File: src/rtl/irqagg_pkg.sv
package irqagg_pkg;
  localparam int unsigned DATA_W = 32;
  localparam int unsigned ADDR_W = 3;

  localparam logic [ADDR_W-1:0] A_ENABLE  = 3'd0;
  localparam logic [ADDR_W-1:0] A_MODE    = 3'd1;
  localparam logic [ADDR_W-1:0] A_POL     = 3'd2;
  localparam logic [ADDR_W-1:0] A_CLEAR   = 3'd3;
  localparam logic [ADDR_W-1:0] A_SUMMARY = 3'd4;
  localparam logic [ADDR_W-1:0] A_RESET   = 3'd5;

  localparam logic [DATA_W-1:0] RESET_KEY = 32'h0000_DEAD;
  localparam logic [DATA_W-1:0] POL_INIT  = 32'h8000_0000;
endpackage

File: src/rtl/irqagg_regs.sv
module irqagg_regs
  import irqagg_pkg::*;
(
  input  logic              clk_i,
  input  logic              rst_ni,
  input  logic              we_i,
  input  logic [ADDR_W-1:0] addr_i,
  input  logic [DATA_W-1:0] wdata_i,
  output logic [DATA_W-1:0] enable_o,
  output logic [DATA_W-1:0] mode_o,
  output logic [DATA_W-1:0] pol_o,
  output logic [DATA_W-1:0] clear_o,
  output logic [DATA_W-1:0] dismiss_o,
  output logic              reset_req_o
);
  logic [DATA_W-1:0] enable_q, mode_q, pol_q, clear_q, dismiss_q;
  logic              reset_q;

  always_ff @(posedge clk_i or negedge rst_ni) begin
    if (!rst_ni) begin
      enable_q  <= '0;
      mode_q    <= '0;
      pol_q     <= POL_INIT;
      clear_q   <= '0;
      dismiss_q <= '0;
      reset_q   <= 1'b0;
    end else begin
      dismiss_q <= '0;
      reset_q   <= 1'b0;
      if (we_i) begin
        case (addr_i)
          A_ENABLE: enable_q <= wdata_i;
          A_MODE:   mode_q   <= wdata_i;
          A_POL:    pol_q    <= wdata_i;
          A_CLEAR: begin
            // bits armed by an earlier 1 are dismissed when written back to 0
            dismiss_q <= clear_q & ~wdata_i;
            clear_q   <= wdata_i;
          end
          A_RESET:  reset_q  <= (wdata_i == RESET_KEY);
          default: ;
        endcase
      end
    end
  end

  assign enable_o    = enable_q;
  assign mode_o      = mode_q;
  assign pol_o       = pol_q;
  assign clear_o     = clear_q;
  assign dismiss_o   = dismiss_q;
  assign reset_req_o = reset_q;
endmodule

File: src/rtl/irqagg_line.sv
module irqagg_line #(
  parameter int unsigned SYNC_STAGES = 2
) (
  input  logic clk_i,
  input  logic rst_ni,
  input  logic req_i,
  input  logic edge_mode_i,
  input  logic pol_i,
  input  logic dismiss_i,
  output logic status_o,
  output logic latch_o
);
  logic [SYNC_STAGES-1:0] sync_q;
  logic                   prev_q, latch_q, samp, hit, active;

  assign samp   = sync_q[SYNC_STAGES-1];
  assign active = pol_i ? samp : ~samp;
  // compare raw samples so a polarity change alone never looks like an edge
  assign hit    = pol_i ? (samp & ~prev_q) : (~samp & prev_q);

  always_ff @(posedge clk_i or negedge rst_ni) begin
    if (!rst_ni) begin
      sync_q  <= '0;
      prev_q  <= 1'b0;
      latch_q <= 1'b0;
    end else begin
      sync_q <= {sync_q[SYNC_STAGES-2:0], req_i};
      prev_q <= samp;
      if (edge_mode_i && hit) latch_q <= 1'b1;
      else if (dismiss_i)     latch_q <= 1'b0;
    end
  end

  assign status_o = edge_mode_i ? latch_q : active;
  assign latch_o  = latch_q;
endmodule

File: src/rtl/irq_aggregator.sv
module irq_aggregator
  import irqagg_pkg::*;
#(
  parameter int unsigned SYNC_STAGES = 2,
  parameter int unsigned RSVD_LO     = 20,
  parameter int unsigned RSVD_HI     = 30,
  parameter bit          ALT_BOARD   = 1'b0,
  parameter logic [31:0] VALID_STD   = 32'h800F_FFFF,
  parameter logic [31:0] VALID_ALT   = 32'h8000_FFFF
) (
  input  logic              clk_i,
  input  logic              rst_ni,
  input  logic              we_i,
  input  logic [ADDR_W-1:0] addr_i,
  input  logic [DATA_W-1:0] wdata_i,
  output logic [DATA_W-1:0] rdata_o,
  input  logic [DATA_W-1:0] req_i,
  output logic              irq_o,
  output logic              reset_req_o
);
  localparam logic [DATA_W-1:0] VALID = ALT_BOARD ? VALID_ALT : VALID_STD;

  logic [DATA_W-1:0] mask_w, mode_w, pol_w, clear_w, dismiss_w;
  logic [DATA_W-1:0] summary_w, latch_w;

  irqagg_regs u_regs (
    .clk_i      (clk_i),
    .rst_ni     (rst_ni),
    .we_i       (we_i),
    .addr_i     (addr_i),
    .wdata_i    (wdata_i),
    .enable_o   (mask_w),
    .mode_o     (mode_w),
    .pol_o      (pol_w),
    .clear_o    (clear_w),
    .dismiss_o  (dismiss_w),
    .reset_req_o(reset_req_o)
  );

  for (genvar i = 0; i < DATA_W; i++) begin : g_line
    if ((i >= RSVD_LO && i <= RSVD_HI) || !VALID[i]) begin : g_off
      assign summary_w[i] = 1'b0;
      assign latch_w[i]   = 1'b0;
    end else begin : g_on
      irqagg_line #(.SYNC_STAGES(SYNC_STAGES)) u_line (
        .clk_i      (clk_i),
        .rst_ni     (rst_ni),
        .req_i      (req_i[i]),
        .edge_mode_i(mode_w[i]),
        .pol_i      (pol_w[i]),
        .dismiss_i  (dismiss_w[i]),
        .status_o   (summary_w[i]),
        .latch_o    (latch_w[i])
      );
    end
  end

  assign irq_o = |(summary_w & mask_w);

  always_comb begin
    case (addr_i)
      A_ENABLE:  rdata_o = mask_w;
      A_MODE:    rdata_o = mode_w;
      A_POL:     rdata_o = pol_w;
      A_CLEAR:   rdata_o = clear_w;
      A_SUMMARY: rdata_o = summary_w;
      default:   rdata_o = '0;
    endcase
  end
endmodule

File: config.mk
export PLATFORM = sky130hd
export DESIGN_NAME = irq_aggregator
export DESIGN_NICKNAME = d
export VERILOG_FILES = /design/src/rtl/irqagg_pkg.sv /design/src/rtl/irqagg_regs.sv /design/src/rtl/irqagg_line.sv /design/src/rtl/irq_aggregator.sv
export SDC_FILE = /design/constraint.sdc
export NUM_CORES = 1
export LEC_CHECK = 0
export ABC_AREA = 1
export ABC_CLOCK_PERIOD_IN_PS = 1900
export BUFFER_PORTS_ARGS = -buffer_cell sky130_fd_sc_hd__buf_2
export CORE_MARGIN = 10
export CORE_UTILIZATION = 59
export CTS_CLUSTER_SIZE = 25
export DETAILED_ROUTE_END_ITERATION = 10
export PLACE_DENSITY = 0.8
export SLEW_MARGIN = 10
export SYNTH_ARGS = -nofsm -noshare
export SYNTH_HDL_FRONTEND = slang
export SYNTH_SLANG_ARGS = --single-unit
File: constraint.sdc
create_clock -name clk_i -period 1.9 [get_ports clk_i]
set_clock_uncertainty 0.2 [all_clocks]
set_input_delay 0.19 -clock clk_i [delete_from_list [all_inputs] [get_ports clk_i]]
set_output_delay 0.19 -clock clk_i [all_outputs]
set_load 0.05 [all_outputs]
# Word level (Yosys, flattened, before mapping)
# Index checks and enable logic that the tools add are counted.
[word_totals] regBits=245 inputBits=70 out_inout_bits=34 wordCells=320
[op_classes] n_eq_ne=6 mux=110 n_bitwise=87 reduce_logical=48
[op_table] op="$pmux 32 s5" count=1
[op_table] op="$mux 1" count=107
[op_table] op="$and 32x32->32" count=2
[op_table] op="$mux 32" count=2
[op_table] op="$and 1x1->1" count=42
[op_table] op="$not 1->1" count=42
[op_table] op="$reduce_bool 2->1" count=21
[op_table] op="$eq 32x16->1 const B" count=1
[op_table] op="$not 32->32" count=1
[op_table] op="$reduce_or 32->1" count=1
[op_table] op="$logic_and 1x1->1" count=21
[op_table] op="$reduce_and 2->1" count=4
[op_table] op="$eq 3x2->1 const B" count=2
[op_table] op="$eq 3x3->1 const B" count=2
[op_table] op="$eq 3x1->1 const B" count=1
[op_table] op="$logic_not 3->1" count=1

# Longest topological paths before layout
[logic_depth] word_depth=5 mapped_depth=10 mapped_depth_nobuf=10

# Modules after synthesis
# A second synthesis with hierarchy kept.
[hier_totals] hier_cells=1255 hier_area_um2=10810.4
[by_module_without_submodules] module="irqagg_regs" instances=1 cells_per_inst=550 area_each_um2=5994.5 seq_area_each_um2=4030.1
[by_module_without_submodules] module="irqagg_line" instances=21 cells_per_inst=18 area_each_um2=157.7 seq_area_each_um2=100.1
[by_module_without_submodules] module="irq_aggregator" instances=1 cells_per_inst=327 area_each_um2=1505.2 seq_area_each_um2=0.0

# Worst setup path before layout
# No wires, ideal clock.
[synth_timing] path_type="input -> output" from="input addr_i[1]" to="output rdata_o[0]" arrival_ns=1.487 t_required_ns=1.510 path_slack_ns=0.023 stages=6 n_path_buf=2 path_cell_list="inv_2 -> nor2_4 -> nand2_1 -> buf_4 -> buf_6 -> o2111ai_1"
[synth_via] elab_chain_cells=2 elab_cells_between_ends=6 cone_classes="4 x eq/ne; 1 x mux; 1 x reduce/logical"
[synth_lines] element="from (decl)" line_no="irq_aggregator.sv:14" text="input logic [ADDR_W-1:0] addr_i,"
[synth_lines] element="$eq 3x3->1, or another cell as far along" line_no="irq_aggregator.sv:61" text="case (addr_i)"
[synth_lines] element="$pmux 32 s5 *" line_no="irq_aggregator.sv:61"
[synth_lines] element="to (decl)" line_no="irq_aggregator.sv:16" text="output logic [DATA_W-1:0] rdata_o,"
# Mark *: on every way between the ends. The rest lies on a longest branch, timed or not.

# Worst setup path in the final report
[layout_timing] from="register u_regs.pol_q[0], in the netlist u_regs.pol_o[0]" to="output irq_o"
[layout_via] elab_chain_cells=4
[layout_lines] element="from (decl)" line_no="irqagg_regs.sv:16" text="logic [DATA_W-1:0] enable_q, mode_q, pol_q, clear_q, dismiss_q;"
[layout_lines] element="from (signal assigned)" line_no="irqagg_regs.sv:34" text="A_POL: pol_q <= wdata_i;"
[layout_lines] element="$mux 1" line_no="irqagg_line.sv:17" text="assign active = pol_i ? samp : ~samp;"
[layout_lines] element="$mux 1" line_no="irqagg_line.sv:34" text="assign status_o = edge_mode_i ? latch_q : active;"
[layout_lines] element="$and 32x32->32" line_no="irq_aggregator.sv:58" text="assign irq_o = |(summary_w & mask_w);"
[layout_lines] element="$reduce_or 32->1" line_no="irq_aggregator.sv:58"
[layout_lines] element="to (decl)" line_no="irq_aggregator.sv:18" text="output logic irq_o,"
# No other way between the ends.

==> impl_metrics.json <==
{
  "status": "complete, but fails checks",
  "failed_checks": "hold timing, setup timing",
  "wirelength_mm": 26.6,
  "drtPass1Iterations": 5,
  "critPathRequiredTime_ps": 1510,
  "start_kind": "flip-flop",
  "power_switching_mw": 4.06,
  "worst_slew_margin_rel_pct": 68.5,
  "mostFrequentLayoutCell": "nand2_1",
  "portBuffers": 92,
  "finalPower_mw": 13.9,
  "worst_hold_path_type": "input pin to asynchronous set/reset pin",
  "final_cell_mix": "nand2_1, dfrtp_1, inv_1, o21ai_1, buf_4",
  "drive_above_1_share_pct": 23.8,
  "vias": 8485,
  "grt_overflow": 0,
  "track_usage_pct": 23.4,
  "antenna_cells": 0,
  "cts_inserted_buffers": 24,
  "syn_avg_cell_area_um2": 9.12,
  "cts_tree": "built",
  "grt_pass1_vias": 8558,
  "synth.distinct_cells": 32,
  "cts.sinks": 234,
  "powerDensity_nw_per_um2": 1080,
  "drcViolationCount": 0,
  "dieWidth_um": 149,
  "p_leak_nw": 6.44,
  "seqPwrFrac_pct": 44.1,
  "ant_nets": 0,
  "reg2reg_from": "u_regs.pol_o[31]",
  "clkTransAtPathRegs_ps": 60,
  "synth.net_count": 1147,
  "slew_violations": 0,
  "fin_hold_ws_ps": -7.86,
  "wire_per_inst_um": 17.3,
  "path_max_fanout": 4,
  "period_share_pct": 125,
  "core_um2": 16500,
  "clk_latency_ps": 530,
  "io_pins": 104,
  "final_cell_count_no_fill": 1533,
  "syn_inst": 1077,
  "drv_cap": 0,
  "clkPwrFrac_pct": 36.2,
  "place.gp.congestion": 0.834,
  "crit_arrival_ps": 1990,
  "clockRootBuffer": "clkbuf_16",
  "worstReg2RegEnd": "g_line[31].g_on.u_line.latch_o",
  "initial_utilization_pct": 59.7,
  "first_iter_violations": 859,
  "hpwl_mm": 15.8,
  "yosys_register_bits": 234,
  "grt_start_max_net_pins": 61,
  "timing.fmax_mhz": 421,
  "fillers": 1009,
  "finalSetupViolations": 21,
  "path_class": "flip-flop to primary output",
  "fin_nets": 1366,
  "switching_share_pct": 29.2,
  "area_growth_pct": 31.7,
  "multi_input_area_um2": 3410,
  "p_int_mw": 9.85,
  "p_comb_share_pct": 19.7,
  "dieHeight_um": 149,
  "reg2regPathDepth": 9,
  "antenna_found_initial": 0,
  "grt_pass1_wl_mm": 42.6,
  "ys_warn_count": 0,
  "cts_htree_levels": 1,
  "dp.cells": 1389,
  "rows": 47,
  "die-area_um2": 22200,
  "cts_buffer_depth": 3,
  "fin_ws_ps": -475,
  "syn_area_um2": 9830,
  "cp-end-kind": "primary output",
  "rsz0062_at_grt": "true",
  "seq_area_um2": 5860,
  "reg2reg_slack_ps": 100,
  "yosysSeqAreaShare_pct": 59.6,
  "post-route-min-period_ps": 2380,
  "vdd_drop_max_mv": 0.966,
  "finalHoldViolCount": 2,
  "synth_top_area_share_pct": 59.3,
  "worstMarginPinSlew_ps": 472,
  "synth_area_leaders": "dfrtp_1, nand2_1, inv_1",
  "via_per_inst": 5.53,
  "yosysTopAreaCell": "dfrtp_1"
}
==> power groups by stage <==
stage          registers [mW]  logic, mW  clock network [mW]
3_3_place_gp             6.15       2.09                   0
4_1_cts                  6.09       2.55                5.09
3_5_place_dp             6.17       2.16                   0
2_1_floorplan            6.06       1.54                   0
6_report                 6.14       2.75                5.03
5_1_grt                  6.21       3.03                5.27
==> worst max-delay path by stage <==
stage / start / to / slack, ps
after global placement: u_regs.pol_o[31] / irq_o / 40
after global routing: u_regs.pol_o[0] / irq_o / -550
after CTS: u_regs.pol_o[31] / irq_o / -460
after detailed placement: u_regs.pol_o[31] / irq_o / 40
after floorplan: addr_i[1] / rdata_o[0] / 20
final: u_regs.pol_o[0] / irq_o / -480
==> cell families (layout without fill, tap and decap cells) <==
logic type | after synthesis | after routing | share of synthesized area [%]
flip-flops | 234 | 234 | 59.6
AO/OA/AOI/OAI | 237 | 237 | 14.5
buffers and inverters | 178 | 414 | 7.81
AND/OR/NAND/NOR | 428 | 428 | 18.1
==> repair_timing <==
item | CTS | global route
setup endpoints to repair | 22 | 30
pin swaps | 25 | 31
setup buffers | 33 | 17
hold endpoints to repair | 405 | 0
hold buffers | 58 | 0
gates resized for setup | 64 | 67
==> synthesized netlist by cell type (all sizes together) <==
cell type and number:
dfrtp 233, a21boi 1, a21oi 2, dfstp 1, nor2 30, a211oi 1
o211ai 11, nand2 337, clkbuf 7, nand4 5, o21ai 156, buf 34
inv 137, o22ai 14, nor4 5, nand3 39, a31oi 11, a22oi 14
nor3 12, o2111ai 27
==> critical path: stages (launching register included) <==
cell and delay, ps:
dfrtp_1 420, inv_2 100, nand2_1 70, nand2_2 70, nand2_2 90, nand3_1 100, nand2_1 90, nor2_1 100
nand2_1 70, nor2_2 100, nand2_2 80, buf_8 150
==> state kept, by name, indices dropped and copies added, names as in the netlist <==
| name | cells |
|---|---|
| g_line.g_on.u_line.sync_q | 42 |
| u_regs.dismiss_o | 21 |
| g_line.g_on.u_line.prev_q | 21 |
| u_regs.mode_o | 32 |
| u_regs.clear_o | 32 |
| u_regs.pol_o | 32 |
| g_line.g_on.u_line.latch_o | 21 |
| u_regs.enable_o | 32 |
| u_regs.reset_req_o | 1 |
==> metrics by stage <==
step	cell area [µm²]	hold slack (ps)	TNS (ps)	utilization, %	setup slack, ps
2_1_floorplan	9830	-306	0	-	22.9
3_3_place_gp	10800	-33.7	0	65.6	38.7
3_5_place_dp	10800	-37.3	0	65.6	38.2
4_1_cts	12700	5.87	-3880	77.0	-463
5_1_grt	12900	41.3	-5340	78.6	-546
6_report	12900	-7.86	-3690	78.6	-475
==> final cells by class <==
cell class,count,share of cell area (%)
Sequential cell,234,45.3
Multi-Input combinational cell,665,26.3
Timing Repair Buffer,234,15.6
Clock buffer,38,5.82
Inverter,137,3.99
Tap cell,220,2.13
Clock inverter,5,0.860
==> routing by layer <==
layer / GRT usage, % / part of all wire [%] / wire length (µm) / up-vias
li1: - / - / - / 3970
met1: 29.1 / 40 / 10500 / 4144
met2: 40.1 / 51 / 13600 / 304
met3: 4.31 / 5.9 / 1570 / 67
met4: 8.24 / 3.1 / 824 / 0
met5: 0 / 0 / 0 / -
Power figures use the tool's default switching activity.
